[config.mk]
export PLATFORM = sky130hd
export DESIGN_NAME = gpio_port
export DESIGN_NICKNAME = d
export VERILOG_FILES = /design/src/rtl/gpio_pkg.sv /design/src/rtl/gpio_regs.sv /design/src/rtl/gpio_sync.sv /design/src/rtl/gpio_pad_ctrl.sv /design/src/rtl/gpio_port.sv
export SDC_FILE = /design/constraint.sdc
export NUM_CORES = 1
export LEC_CHECK = 0
export BUFFER_PORTS_ARGS = -buffer_cell sky130_fd_sc_hd__buf_4
export CORE_MARGIN = 8
export CORE_UTILIZATION = 35
export DETAILED_ROUTE_END_ITERATION = 16
export GPL_TIMING_DRIVEN = 1
export PLACE_DENSITY_LB_ADDON = 0.3
export RECOVER_POWER = 50
export SETUP_SLACK_MARGIN = 0.15
export SYNTH_ARGS = -nofsm -noshare
export SYNTH_HDL_FRONTEND = slang
export SYNTH_HIERARCHICAL = 1
export SYNTH_SLANG_ARGS = --single-unit
[constraint.sdc]
create_clock -name clk_i -period 1 [get_ports clk_i]
set_input_delay 0.05 -clock clk_i [delete_from_list [all_inputs] [get_ports clk_i]]
set_output_delay 0.05 -clock clk_i [all_outputs]
set_load 0.02 [all_outputs]
[src/rtl/gpio_pkg.sv]
package gpio_pkg;
  localparam int unsigned ADDR_W = 2;

  typedef enum logic [ADDR_W-1:0] {
    REG_DIR  = 2'd0,
    REG_DATA = 2'd1,
    REG_IN   = 2'd2,
    REG_NONE = 2'd3
  } reg_sel_e;
endpackage

[src/rtl/gpio_regs.sv]
module gpio_regs
  import gpio_pkg::*;
#(
  parameter int unsigned NUM_PINS = 8
) (
  input  logic                clk_i,
  input  logic                rst_ni,
  input  logic                wr_i,
  input  logic [ADDR_W-1:0]   addr_i,
  input  logic [NUM_PINS-1:0] wdata_i,
  output logic [NUM_PINS-1:0] dir_o,
  output logic [NUM_PINS-1:0] data_o
);
  logic [NUM_PINS-1:0] dir_q, data_q;
  reg_sel_e sel;

  assign sel = reg_sel_e'(addr_i);

  always_ff @(posedge clk_i or negedge rst_ni) begin
    if (!rst_ni) begin
      dir_q  <= '0;
      data_q <= '0;
    end else if (wr_i) begin
      case (sel)
        REG_DIR:  dir_q  <= wdata_i;
        REG_DATA: data_q <= wdata_i;
        REG_IN:   data_q <= data_q ^ wdata_i; // write-one-to-toggle
        default:  ;
      endcase
    end
  end

  assign dir_o  = dir_q;
  assign data_o = data_q;
endmodule

[src/rtl/gpio_sync.sv]
module gpio_sync #(
  parameter int unsigned NUM_PINS = 8,
  parameter int unsigned STAGES   = 2
) (
  input  logic                clk_i,
  input  logic                rst_ni,
  input  logic [NUM_PINS-1:0] pad_i,
  input  logic [NUM_PINS-1:0] dir_i,
  input  logic                sleep_i,
  output logic [NUM_PINS-1:0] in_o
);
  localparam int unsigned LAST = STAGES - 1;

  logic [NUM_PINS-1:0] gated;
  logic [NUM_PINS-1:0] stage_q [STAGES];

  // input pins are held low in sleep so a floating pad stays quiet
  assign gated = sleep_i ? (pad_i & dir_i) : pad_i;

  for (genvar s = 0; s < STAGES; s++) begin : g_stage
    always_ff @(posedge clk_i or negedge rst_ni) begin
      if (!rst_ni) stage_q[s] <= '0;
      else if (s == 0) stage_q[s] <= gated;
      else stage_q[s] <= stage_q[(s == 0) ? 0 : s-1];
    end
  end

  assign in_o = stage_q[LAST];
endmodule

[src/rtl/gpio_pad_ctrl.sv]
module gpio_pad_ctrl #(
  parameter int unsigned NUM_PINS = 8
) (
  input  logic [NUM_PINS-1:0] dir_i,
  input  logic [NUM_PINS-1:0] data_i,
  input  logic                pud_i,
  output logic [NUM_PINS-1:0] out_o,
  output logic [NUM_PINS-1:0] oe_o,
  output logic [NUM_PINS-1:0] pu_o
);
  for (genvar p = 0; p < NUM_PINS; p++) begin : g_pin
    assign oe_o[p]  = dir_i[p];
    assign out_o[p] = data_i[p];
    assign pu_o[p]  = ~dir_i[p] & data_i[p] & ~pud_i;
  end
endmodule

[src/rtl/gpio_port.sv]
module gpio_port
  import gpio_pkg::*;
#(
  parameter int unsigned NUM_PINS    = 8,
  parameter int unsigned SYNC_STAGES = 2
) (
  input  logic                clk_i,
  input  logic                rst_ni,
  input  logic [1:0]          addr_i,
  input  logic                wr_i,
  input  logic                rd_i,
  input  logic [NUM_PINS-1:0] wdata_i,
  output logic [NUM_PINS-1:0] rdata_o,
  input  logic [NUM_PINS-1:0] pad_i,
  input  logic                pud_i,
  input  logic                sleep_i,
  output logic [NUM_PINS-1:0] out_o,
  output logic [NUM_PINS-1:0] oe_o,
  output logic [NUM_PINS-1:0] pu_o
);
  logic [NUM_PINS-1:0] dir, data, in_sync;

  gpio_regs #(.NUM_PINS(NUM_PINS)) u_regs (
    .clk_i  (clk_i),
    .rst_ni (rst_ni),
    .wr_i   (wr_i),
    .addr_i (addr_i),
    .wdata_i(wdata_i),
    .dir_o  (dir),
    .data_o (data)
  );

  gpio_sync #(.NUM_PINS(NUM_PINS), .STAGES(SYNC_STAGES)) u_sync (
    .clk_i  (clk_i),
    .rst_ni (rst_ni),
    .pad_i  (pad_i),
    .dir_i  (dir),
    .sleep_i(sleep_i),
    .in_o   (in_sync)
  );

  gpio_pad_ctrl #(.NUM_PINS(NUM_PINS)) u_pad (
    .dir_i (dir),
    .data_i(data),
    .pud_i (pud_i),
    .out_o (out_o),
    .oe_o  (oe_o),
    .pu_o  (pu_o)
  );

  always_comb begin
    rdata_o = '0;
    if (rd_i) begin
      case (reg_sel_e'(addr_i))
        REG_DIR:  rdata_o = dir;
        REG_DATA: rdata_o = data;
        REG_IN:   rdata_o = in_sync;
        default:  rdata_o = '0;
      endcase
    end
  end
endmodule

==> metrics.md, run 1 <==
| Metric | Value |
|---|---|
| Critical Path, Cell by Cell | mux2i_1 -> o21ai_1 -> and2_4 -> buf_6 |
| WL/cell | 14.98 um |
| FP Rows | 26 |
| Core area | 5042 um2 |
| Layout Skew | a little over 0.004 ns |
| Status | finished with violations |
| Sw Ratio | 0.3249 |
| Setup TNS | -4.144 ns |
| Layout Cells excl Fill | 300 |
| Slowest stage delay, CP | 0.44 ns |
| Placed cell areas | 2192 um2 |
| Cell area after synthesis | 1804 um2 |
| Number of buffers added on ports | 55 |
| I/O Pins | 56 |
| Net Switching | approximately 1.5 mW |
| Final HPWL DP | about 3.2 mm |
| Worst Setup Start Kind | flop |
| Max_cap viols | 0 |
| Tcrit/Tclk final | 1.246 |
| Internal | 3.180 mW |
| Clock period minus worst slack | 1.246 ns |
| GRT Overall Usage | 0.1229 |
| VDD IR max | 0.0009050 V |
| Die Y | 87.80 um |
| Sequential share of power | 0.359 |
| Yosys reg bits | 32 |
| Pwr per Cell Area | between 1500 and 2000 nW/um2 |
| Synthesized Nets | between 150 and 200 |
| Syn avg cell area | 10.93 um2 |
| Cts bufs inserted | 5 |
| Worst Setup End Kind | output port |
| Crit path to | rdata_o[4] |
| Arrival @ worst endpoint | 1.20 ns |
| First-pass GRT wire length | 7.238 mm |
| Crit path max fanout | 3 |
| Hold Startpoint | pad_i[3] |
| Slew margin rel. | 0.5195 |
| Die width | 87.80 um |
| Slowest stage cell on the critical path | dfrtp_1 |
| Final worst slack | -0.2460 ns |
| Crit path kind | flop to output port |
| TritonCTS sink count | 32 |
| Initial antenna violation count | 0 |
| WL final | 4.495 mm |
| Clock latency on the worst-skew pair | ~0.28 ns |
| Flop-to-flop setup slack | -0.07 ns |
| Root buffer cell | clkbuf_8 |
| WP depth | 4 |
| Vias in the first global route | between 1000 and 1500 |
| LEAKAGE | 1.256 nW |
| Cell family with most CP delay | flip-flops |
| Cell area after layout | 2695 um2 |
| Worst-path clk slew | around 0.060 ns |
| First-pass detailed-route iteration total | 4 |
| Fmax | approximately 800 MHz |
| Slew of the pin with the lowest slew margin | 0.7207 ns |
| Distinct cells, synth | 21 |
| Reg2reg end | u_sync/stage_q[12] |
| Combinational power share | 0.442 |
| Mapped Cells | 165 |
| TritonCTS clock tree | done |
| Starting Density | 0.3578 |
| Reg2reg path depth | 6 |
| Full die area | roughly 7700 um2 |
| Vias | between 1000 and 1500 |
| Dpl cells | 272 |
| Share of layout cells above drive strength 1 | 0.6174 |
| Hold WC Path Type | primary input to flop |
| N_diodes | 0 |
| DRC | 0 |
| Final Slew Violations | 0 |
| YS warnings | 6 |
| Final setup vio count | 28 |
| RSZ-0062 raised after global routing | yes |
| Clock Power Share | 0.200 |
| Starting DRT DRC Count | 35 |
| Failing checks | setup timing |
| Largest net degree at the start of global routing | 33 |
| DR vias/cell | about 4.6 |
| Post-route ant nets | 0 |
| H-tree depth | 2 |
| Final Hold Fails | 0 |
| CP startpoint | u_regs/dir_o[4] |
| Register area share after synthesis | 0.4438 |
| Number of fill cells | around 460 |
| Gpl congestion | 0.7203 |
| Grt total ovfl | 0 |
| Area grow syn2layout | 49.38% |
| Clock Path Buffers | 2 |
| Required @ worst endpoint | 0.95 ns |
| Worst R2R Start | u_regs/dir_o[4] |
| DP Worst Slack | -0.1359 ns |
| Nets | 256 |
| Sum of buffers and inverters on the critical path | 1 |
## layer usage
layer,routed length (um),global-route usage,up-vias
li1,-,-,669
met1,1833,0.1465,674
met2,2326,0.1990,45
met3,307,0.04409,4
met4,27,0.04219,0
met5,0,0,-
## cell families (layout without fill, tap and decap cells)
kind of cell | Yosys count | count (layout) | share of synthesized area
flip-flops | 32 | 32 | 0.4438
buffers and inverters | 41 | 106 | 0.1706
AO/OA/AOI/OAI | 40 | 40 | 0.1304
adder cells (fa/ha/maj) | 2 | 2 | 0.01387
multiplexers | 16 | 16 | 0.09432
AND/OR/NAND/NOR | 34 | 34 | 0.1470
## power groups by stage
| stage | Sequential [mW] | Clock, mW | Combinational (mW) |
|---|---|---|---|
| global route | 1.71 | 1.05 | 2.22 |
| floorplan | 1.67 | 0 | 0.980 |
| detailed placement | 1.70 | 0 | 1.43 |
| CTS | 1.69 | 0.981 | 1.90 |
| global placement | 1.70 | 0 | 1.41 |
| finish | 1.69 | 0.940 | 2.08 |
## worst min path at each step
stage	to	depth (start not counted)
after global routing	u_sync/stage_q[11]	2
after floorplan	u_regs/data_o[0]	0
after CTS	u_sync/stage_q[12]	2
after detailed placement	u_sync/stage_q[12]	1
final	u_sync/stage_q[11]	2
after global placement	u_sync/stage_q[12]	1
## sequential cells by signal, indices dropped and copies added (netlist names)
register / flops
u_regs/data_o: 8
u_regs/dir_o: 8
u_sync/in_o: 8
u_sync/stage_q: 8
## synthesized netlist by cell type (all sizes together)
library cell   n  share of area
mux2           8          0.050
mux2i          8          0.044
o21ai         16          0.044
nand3          8          0.022
buf           30           0.14
nand2          1         0.0035
nor3b          8          0.055
a21boi         8          0.033
clkbuf         1         0.0076
inv           10          0.021
a21oi         16          0.053
nand3b         8          0.033
dfrtp         32           0.44
and2           9          0.033
ha             2          0.014
## placed cells by master, fill, tap and decap left out, types with 2 or more instances in the layout
cell type | synthesis | routed
and2_4 | 1 | 9
dfrtp_1 | 32 | 29
nand3_1 | 8 | 7
mux2i_1 | 8 | 8
mux2_4 | 0 | 4
dfrtp_2 | 0 | 3
buf_6 | 3 | 54
a21boi_1 | 0 | 5
a21boi_2 | 0 | 2
o21ai_1 | 2 | 13
buf_4 | 25 | 32
inv_1 | 10 | 3
clkbuf_8 | 1 | 5
nor3b_4 | 0 | 2
inv_2 | 0 | 5
a21oi_1 | 12 | 11
a21oi_2 | 4 | 4
o21ai_0 | 14 | 2
nor3b_2 | 8 | 6
mux2_2 | 8 | 4
nand3b_1 | 8 | 8
## worst register-to-register path, delay by kind of cell, from the launching register on
family | cells | cell delay (ns)
DFF | 1 | 0.44
buffers and inverters | 5 | 0.48
AOI/OAI and AO/OA | 1 | 0.04
## repair_timing
| action | CTS | global route |
|---|---|---|
| pin swaps | 11 | 9 |
| hold buffers | 1 | 0 |
| gates resized for setup | 69 | 25 |
| setup buffers | 12 | 8 |
| endpoints found under the hold margin | 32 | 0 |
| setup endpoints to repair | 40 | 53 |
| gates cloned | 0 | 0 |
## metrics by stage
stage	hold WS [ns]	total power, mW	util
2_1_floorplan	-0.2456	2.648	-
3_5_place_dp	0.01447	3.123	0.4347
5_1_grt	0.006692	4.991	0.5345
6_report	0.006348	4.710	0.5345
3_3_place_gp	0.01161	3.109	0.4347
4_1_cts	0.008825	4.565	0.5104
## layout make-up
| type | instances | area [um2] | share of cell area |
|---|---|---|---|
| timing repair buffer | 89 | 883.3 | 0.3278 |
| clock inverter | 2 | 12.51 | 0.004643 |
| sequential | 32 | 804.5 | 0.2985 |
| multi-input combinational | 92 | 785.8 | 0.2916 |
| inverter | 10 | 52.55 | 0.01950 |
| tap | 70 | 87.58 | 0.03250 |
| clock buffer | 5 | 68.82 | 0.02553 |
No activity file was read; power rests on OpenSTA's default activity.
==> run 2, diff against run 1 <==
==> constraint.sdc (replaced) <==
create_clock -name clk_i -period 1.45 [get_ports clk_i]
set_input_delay 0.0725 -clock clk_i [delete_from_list [all_inputs] [get_ports clk_i]]
set_output_delay 0.0725 -clock clk_i [all_outputs]
set_load 0.02 [all_outputs]
==> run 2 against run 1 <==
The flow now finishes without violations; total power down 38%; sequential share of layout area up 6.3 points; global-route usage down 0.47 points; sequential cell count unchanged; via count down 5.4%; register-to-register slack better by 0.47 ns; setup slack better by 0.42 ns; combinational power down 55%; worst hold slack better by 0.037 ns; clock-buffer cell count up 1; first-iteration DRC count up 80%; largest power group is now registers.
==> metrics.md, run 2 (synthesized netlist as in run 1, its figures left out) <==
| Metric | Value |
|---|---|
| Area grow syn2layout | 24.76% |
| Core area | 5042 um2 (unchanged) |
| Grt total ovfl | 0 (unchanged) |
| CP startpoint | u_regs/dir_o[7] |
| Setup TNS | 0 ns (+4.144 ns) |
| Vias | 1317 (-5.4%) |
| Initial antenna violation count | 0 (unchanged) |
| Full die area | 7708 um2 (unchanged) |
| Worst Setup End Kind | output port |
| Max_cap viols | 0 (unchanged) |
| Commonest non-fill, non-tap cell in the layout | buf_4 |
| Placed cell areas | 2057 um2 (-6.2%) |
| DP Worst Slack | 0.2386 ns (+0.3745 ns) |
| Fmax | between 700 and 800 MHz |
| Dpl cells | 262 (-3.7%) |
| Worst R2R Start | u_regs/dir_o[2] |
| Final worst slack | 0.1752 ns (+0.4212 ns) |
| Root buffer cell | clkbuf_8 |
| Number of buffers added on ports | 55 (unchanged) |
| H-tree depth | 2 (unchanged) |
| Commonest cells after routing, fill and taps aside | 51 x buf_4, 22 x dfrtp_1, 12 x a21oi_1 |
| Status | complete, no violations |
| Tcrit/Tclk final | 0.8791 |
| Gpl congestion | 0.7539 (+4.7%) |
| Depth of the worst hold-timing path | 2 (unchanged) |
| Crit path kind | flop to output port |
| Design Power | 2.921 mW (-38%) |
| Cts bufs inserted | 5 (unchanged) |
| Slew margin rel. | 0.4815 (-0.03798) |
| Clock Path Buffers | 2 (unchanged) |
| Reg2reg end | u_regs/dir_o[2] |
| Final HPWL DP | 3.077 mm (-3.6%) |
| Final Slew Violations | 0 (unchanged) |
| Crit path to | pu_o[7] |
| Share of layout cells above drive strength 1 | 0.4714 (-0.1460) |
| Post-route ant nets | 0 (unchanged) |
| Arrival @ worst endpoint | 1.20 ns (about the same) |
| TritonCTS clock tree | done |
| Starting Density | 0.3578 (unchanged) |
| WL final | 4.251 mm (-5.4%) |
| Crit path max fanout | 4 (+1) |
| Largest net degree at the start of global routing | 33 (unchanged) |
| First-pass GRT wire length | 6.886 mm (-4.9%) |
| DRC | 0 (unchanged) |
| Hold WC Path Type | primary input to flop |
| Nets | 235 (-8.2%) |
| WL/cell | 15.18 um (+1.3%) |
| Vias in the first global route | 1402 (-6.3%) |
| Slew of the pin with the lowest slew margin | 0.7777 ns (+0.05696 ns) |
| Starting DRT DRC Count | 63 (+80%) |
| Die Y | 87.80 um (unchanged) |
| Final setup vio count | 0 (-100%) |
| LEAKAGE | 1.032 nW (-18%) |
| Clock period minus worst slack | 1.275 ns |
| Flop-to-flop setup slack | 0.40 ns (+0.47 ns) |
| First-pass detailed-route iteration total | 4 (unchanged) |
| Worst Setup Start Kind | flop |
| DR vias/cell | 4.704 (+1.4%) |
| Pwr per Cell Area | 1298 nW/um2 (-26%) |
| Clock latency on the worst-skew pair | 0.28 ns (about the same) |
| GRT Overall Usage | 0.1182 (-0.004728) |
| VDD IR max | 0.0006276 V (-31%) |
| Worst-path clk slew | 0.07 ns (about the same) |
| Cell area after layout | 2251 um2 (-16%) |
| Final Util | 0.4464 (-0.08809) |
| WHS | 0.04363 ns (+0.03728 ns) |
| N_diodes | 0 (unchanged) |
| RSZ-0062 raised after global routing | yes |
| I/O Pins | 56 (unchanged) |
| TritonCTS sink count | 32 (unchanged) |
| Die width | 87.80 um (unchanged) |
| Final Hold Fails | 0 (unchanged) |
| Layout Cells excl Fill | 280 (-6.7%) |
| Reg2reg path depth | 3 (-3) |
| Required @ worst endpoint | 1.38 ns (+0.43 ns) |
| Layout Skew | 0.002372 ns (-0.001655 ns) |
| FP Rows | 26 (unchanged) |
## run 2: changes by cell type in the layout (fill, tap and decap cells not counted), moves of 6 or more
cell      change
a21boi_0      +7
and2_1        +7
and2_4        -7
buf_4        +19
buf_6        -47
clkbuf_1      +9
dfrtp_1       -7
dfrtp_2       +7
inv_1         +7
o21ai_0       +7
o21ai_1       -6
## run 2: cell type report
class / instances / area, um2
clock buffer: 6 / 72.57
clock inverter: 2 / 35.03
tap: 70 / 87.58
sequential: 32 / 813.3
multi-input combinational: 92 / 698.2
inverter: 10 / 37.54
timing repair buffer: 68 / 506.7
fill: 505 / 2791
## run 2: power by group
part / switching (mW) / leakage, nW / internal [mW]
clock: 0.315 / 0.0552 / 0.509
combinational: 0.503 / 0.601 / 0.440
sequential: 0.112 / 0.375 / 1.04
total: 0.930 / 1.03 / 1.99
## run 2: critical path, stage by stage, from the launching register on
cell,delay [ns]
dfrtp_2,0.42
clkbuf_1,0.17
nor3b_2,0.17
buf_4,0.16
## run 2: how the worst min path moves through the flow
stage,startpoint,endpoint,slack (ns)
after global routing,pad_i[2],u_sync/stage_q[10],0.03
final,pad_i[1],u_sync/stage_q[9],0.04
after global placement,rst_ni,u_sync/stage_q[8],0.03
after detailed placement,rst_ni,u_sync/stage_q[8],0.03
after floorplan,rst_ni,u_regs/data_o[0],-0.22
after CTS,pad_i[5],u_sync/stage_q[13],0.03
## run 2: what timing repair did
| item | in CTS | in global routing |
|---|---|---|
| hold buffers | 1 | 0 |
| pin swaps | 0 | 10 |
| resized for setup | 7 | 16 |
| setup endpoints to repair | 7 | 9 |
| buffers inserted | 8 | 1 |
| hold endpoints to repair | 32 | 0 |
## run 2: per-layer routing
| layer | GRT usage | up-vias | share of wire |
|---|---|---|---|
| li1 | - | 626 | - |
| met1 | 0.1318 | 629 | 0.40 |
| met2 | 0.1929 | 56 | 0.48 |
| met3 | 0.05722 | 6 | 0.10 |
| met4 | 0.03750 | 0 | 0.012 |
| met5 | 0 | - | 0 |
==> run 3, diff against run 2 <==
--- a/config.mk
+++ b/config.mk
@@ -10,6 +10,7 @@
 export CORE_UTILIZATION = 35
 export DETAILED_ROUTE_END_ITERATION = 16
 export GPL_TIMING_DRIVEN = 1
+export HOLD_SLACK_MARGIN = 0.06
 export PLACE_DENSITY_LB_ADDON = 0.3
 export RECOVER_POWER = 50
 export SETUP_SLACK_MARGIN = 0.15
==> run 3 against run 2 <==
Combinational power increased by 4.0%; routed wire length increased by 2.3%; sequential cell count unchanged; critical endpoint unchanged; largest cell class unchanged; largest power group unchanged; highest routed layer unchanged.
==> metrics.md, run 3 (synthesized netlist as in run 1, its figures left out) <==
| Metric | Value |
|---|---|
| Reg area | 813.3 um2 (unchanged) |
| H-tree depth | 2 (unchanged) |
| Setup TNS | 0 ns (unchanged) |
| Crit path kind | flop to output port |
| Core area | 5042 um2 (unchanged) |
| Worst Setup Start Kind | flop |
| Share of layout cells above drive strength 1 | 0.4361 (-0.03531) |
| Die Y | 87.80 um (unchanged) |
| Flop-to-flop setup slack | 0.40 ns (about the same) |
| GRT Overall Usage | 0.1223 (+0.004116) |
| Fmax | 782.7 MHz (-0.23%) |
| Worst R2R Start | u_regs/dir_o[2] |
| Final Hold Fails | 0 (unchanged) |
| DR vias/cell | 4.640 (-1.4%) |
| Starting DRT DRC Count | 61 (-3.2%) |
| Pwr per Cell Area | 1223 nW/um2 (-5.8%) |
| Critical Path, Cell by Cell | clkbuf_1 -> nor3b_2 -> buf_4 |
| Number of buffers added on ports | 55 (unchanged) |
| Final HPWL DP | 3.077 mm (unchanged) |
| Commonest non-fill, non-tap cell in the layout | buf_4 |
| WHS | 0.2542 ns (+0.2106 ns) |
| Final setup vio count | 0 (unchanged) |
| Worst Setup End Kind | output port |
| WL final | 4.347 mm (+2.3%) |
| TritonCTS clock tree | done |
| Crit path to | pu_o[7] |
| Crit path max fanout | 4 (unchanged) |
| Design Power | 2.961 mW (+1.4%) |
| Root buffer cell | clkbuf_8 |
| Hold WC Path Type | primary input to flop |
| Status | complete, no violations |
| Tcrit/Tclk final | 0.8812 (+0.002011) |
| Slew margin rel. | 0.4809 (-0.0006630) |
| VDD IR max | 0.0006271 V (about the same) |
| Clock period minus worst slack | 1.278 ns (+0.002916 ns) |
| Die width | 87.80 um (unchanged) |
| Required @ worst endpoint | 1.38 ns (about the same) |
| Arrival @ worst endpoint | 1.21 ns (about the same) |
| Cts bufs inserted | 5 (unchanged) |
| I/O Pins | 56 (unchanged) |
| Clock latency on the worst-skew pair | 0.28 ns (about the same) |
| Layout Skew | 0.002164 ns (-0.0002084 ns) |
| Commonest cells after routing, fill and taps aside | 51 x buf_4, 22 x dfrtp_1, 18 x dlygate4sd3_1 |
| N_diodes | 0 (unchanged) |
| Slew of the pin with the lowest slew margin | 0.7787 ns (+0.0009946 ns) |
| Reg2reg end | u_regs/dir_o[2] |
| First-pass detailed-route iteration total | 4 (unchanged) |
| Vias | 1378 (+4.6%) |
| Vias in the first global route | 1475 (+5.2%) |
| Starting Density | 0.3578 (unchanged) |
| Max_cap viols | 0 (unchanged) |
| Worst-path clk slew | 0.07 ns (about the same) |
| Area of the multi-input gates | 698.2 um2 (unchanged) |
| Largest net degree at the start of global routing | 33 (unchanged) |
| Slowest stage delay, CP | 0.42 ns (about the same) |
| Grt total ovfl | 0 (unchanged) |
| CP startpoint | u_regs/dir_o[7] |
| Slowest stage cell on the critical path | dfrtp_2 |
| DRC | 0 (unchanged) |
| Number of fill cells | 489 (-3.2%) |
| Reg2reg path depth | 3 (unchanged) |
| Nets | 252 (+7.2%) |
| Gpl congestion | 0.7539 (unchanged) |
| RSZ-0062 raised after global routing | yes |
| Final Slew Violations | 0 (unchanged) |
| FP Rows | 26 (unchanged) |
| WL/cell | 14.64 um (-3.6%) |
| Clock Path Buffers | 2 (unchanged) |
| Full die area | 7708 um2 (unchanged) |
| First-pass GRT wire length | 7.182 mm (+4.3%) |
| Post-route ant nets | 0 (unchanged) |
| Area grow syn2layout | 34.19% |
| TritonCTS sink count | 32 (unchanged) |
| Initial antenna violation count | 0 (unchanged) |
| LEAKAGE | 1.103 nW (+6.9%) |
run 3: changes by cell type in the layout (fill, tap and decap cells not counted):
cell           change
dlygate4sd3_1     +17
run 3: area by class of cell:
class	instances	share of cell area
multi-input combinational	92	0.2884
timing repair buffer	85	0.2796
sequential	32	0.3359
clock inverter	2	0.01447
clock buffer	6	0.02997
inverter	10	0.01550
tap	70	0.03618
run 3: where the power goes:
group          internal [mW]  total [mW]  switching, mW
sequential              1.04        1.16          0.114
clock                  0.509       0.825          0.315
combinational          0.469       0.980          0.511
total                   2.02        2.96          0.940
run 3: worst min-delay path by stage:
stage | start | slack [ns] | cells past startpoint | to
after global placement | rst_ni | 0.03 | 1 | u_sync/stage_q[8]
final | wr_i | 0.25 | 3 | u_regs/data_o[4]
after detailed placement | rst_ni | 0.03 | 1 | u_sync/stage_q[8]
after floorplan | rst_ni | -0.22 | 0 | u_regs/data_o[0]
after global routing | wr_i | 0.28 | 3 | u_regs/data_o[4]
after CTS | wr_i | 0.24 | 3 | u_regs/data_o[4]
run 3: routing by layer:
layer / share of wire / wire (um) / vias to the layer above / global-route usage
met4: 0.012 / 50 / 0 / 0.03750
met2: 0.49 / 2136 / 47 / 0.2066
met1: 0.41 / 1793 / 667 / 0.1346
li1: - / - / 658 / -
met5: 0 / 0 / - / 0
met3: 0.084 / 367 / 6 / 0.05347
run 3: what timing repair did:
action | CTS | global route
endpoints found under the hold margin | 48 | 0
hold buffers | 18 | 0
gates resized for setup | 7 | 16
setup endpoints to repair | 7 | 9
buffers inserted | 8 | 1
pin swaps | 0 | 10
run 3: metrics by stage:
stage	util	worst slack (ns)	cells	area, um2
final	0.4801	0.1723	297	2421
after global routing	0.4801	0.08563	297	2421
after CTS	0.4787	0.1279	296	2414
after detailed placement	0.4079	0.2386	262	2057
after global placement	0.4079	0.2500	262	2057
after floorplan	-	0.3820	165	1804
run 3: critical path: cells and delay by family, from the launching register on:
| family | cells | cell delay, ns |
|---|---|---|
| flip-flops | 1 | 0.42 |
| AND/OR/NAND/NOR | 1 | 0.17 |
| buffers and inverters | 2 | 0.33 |
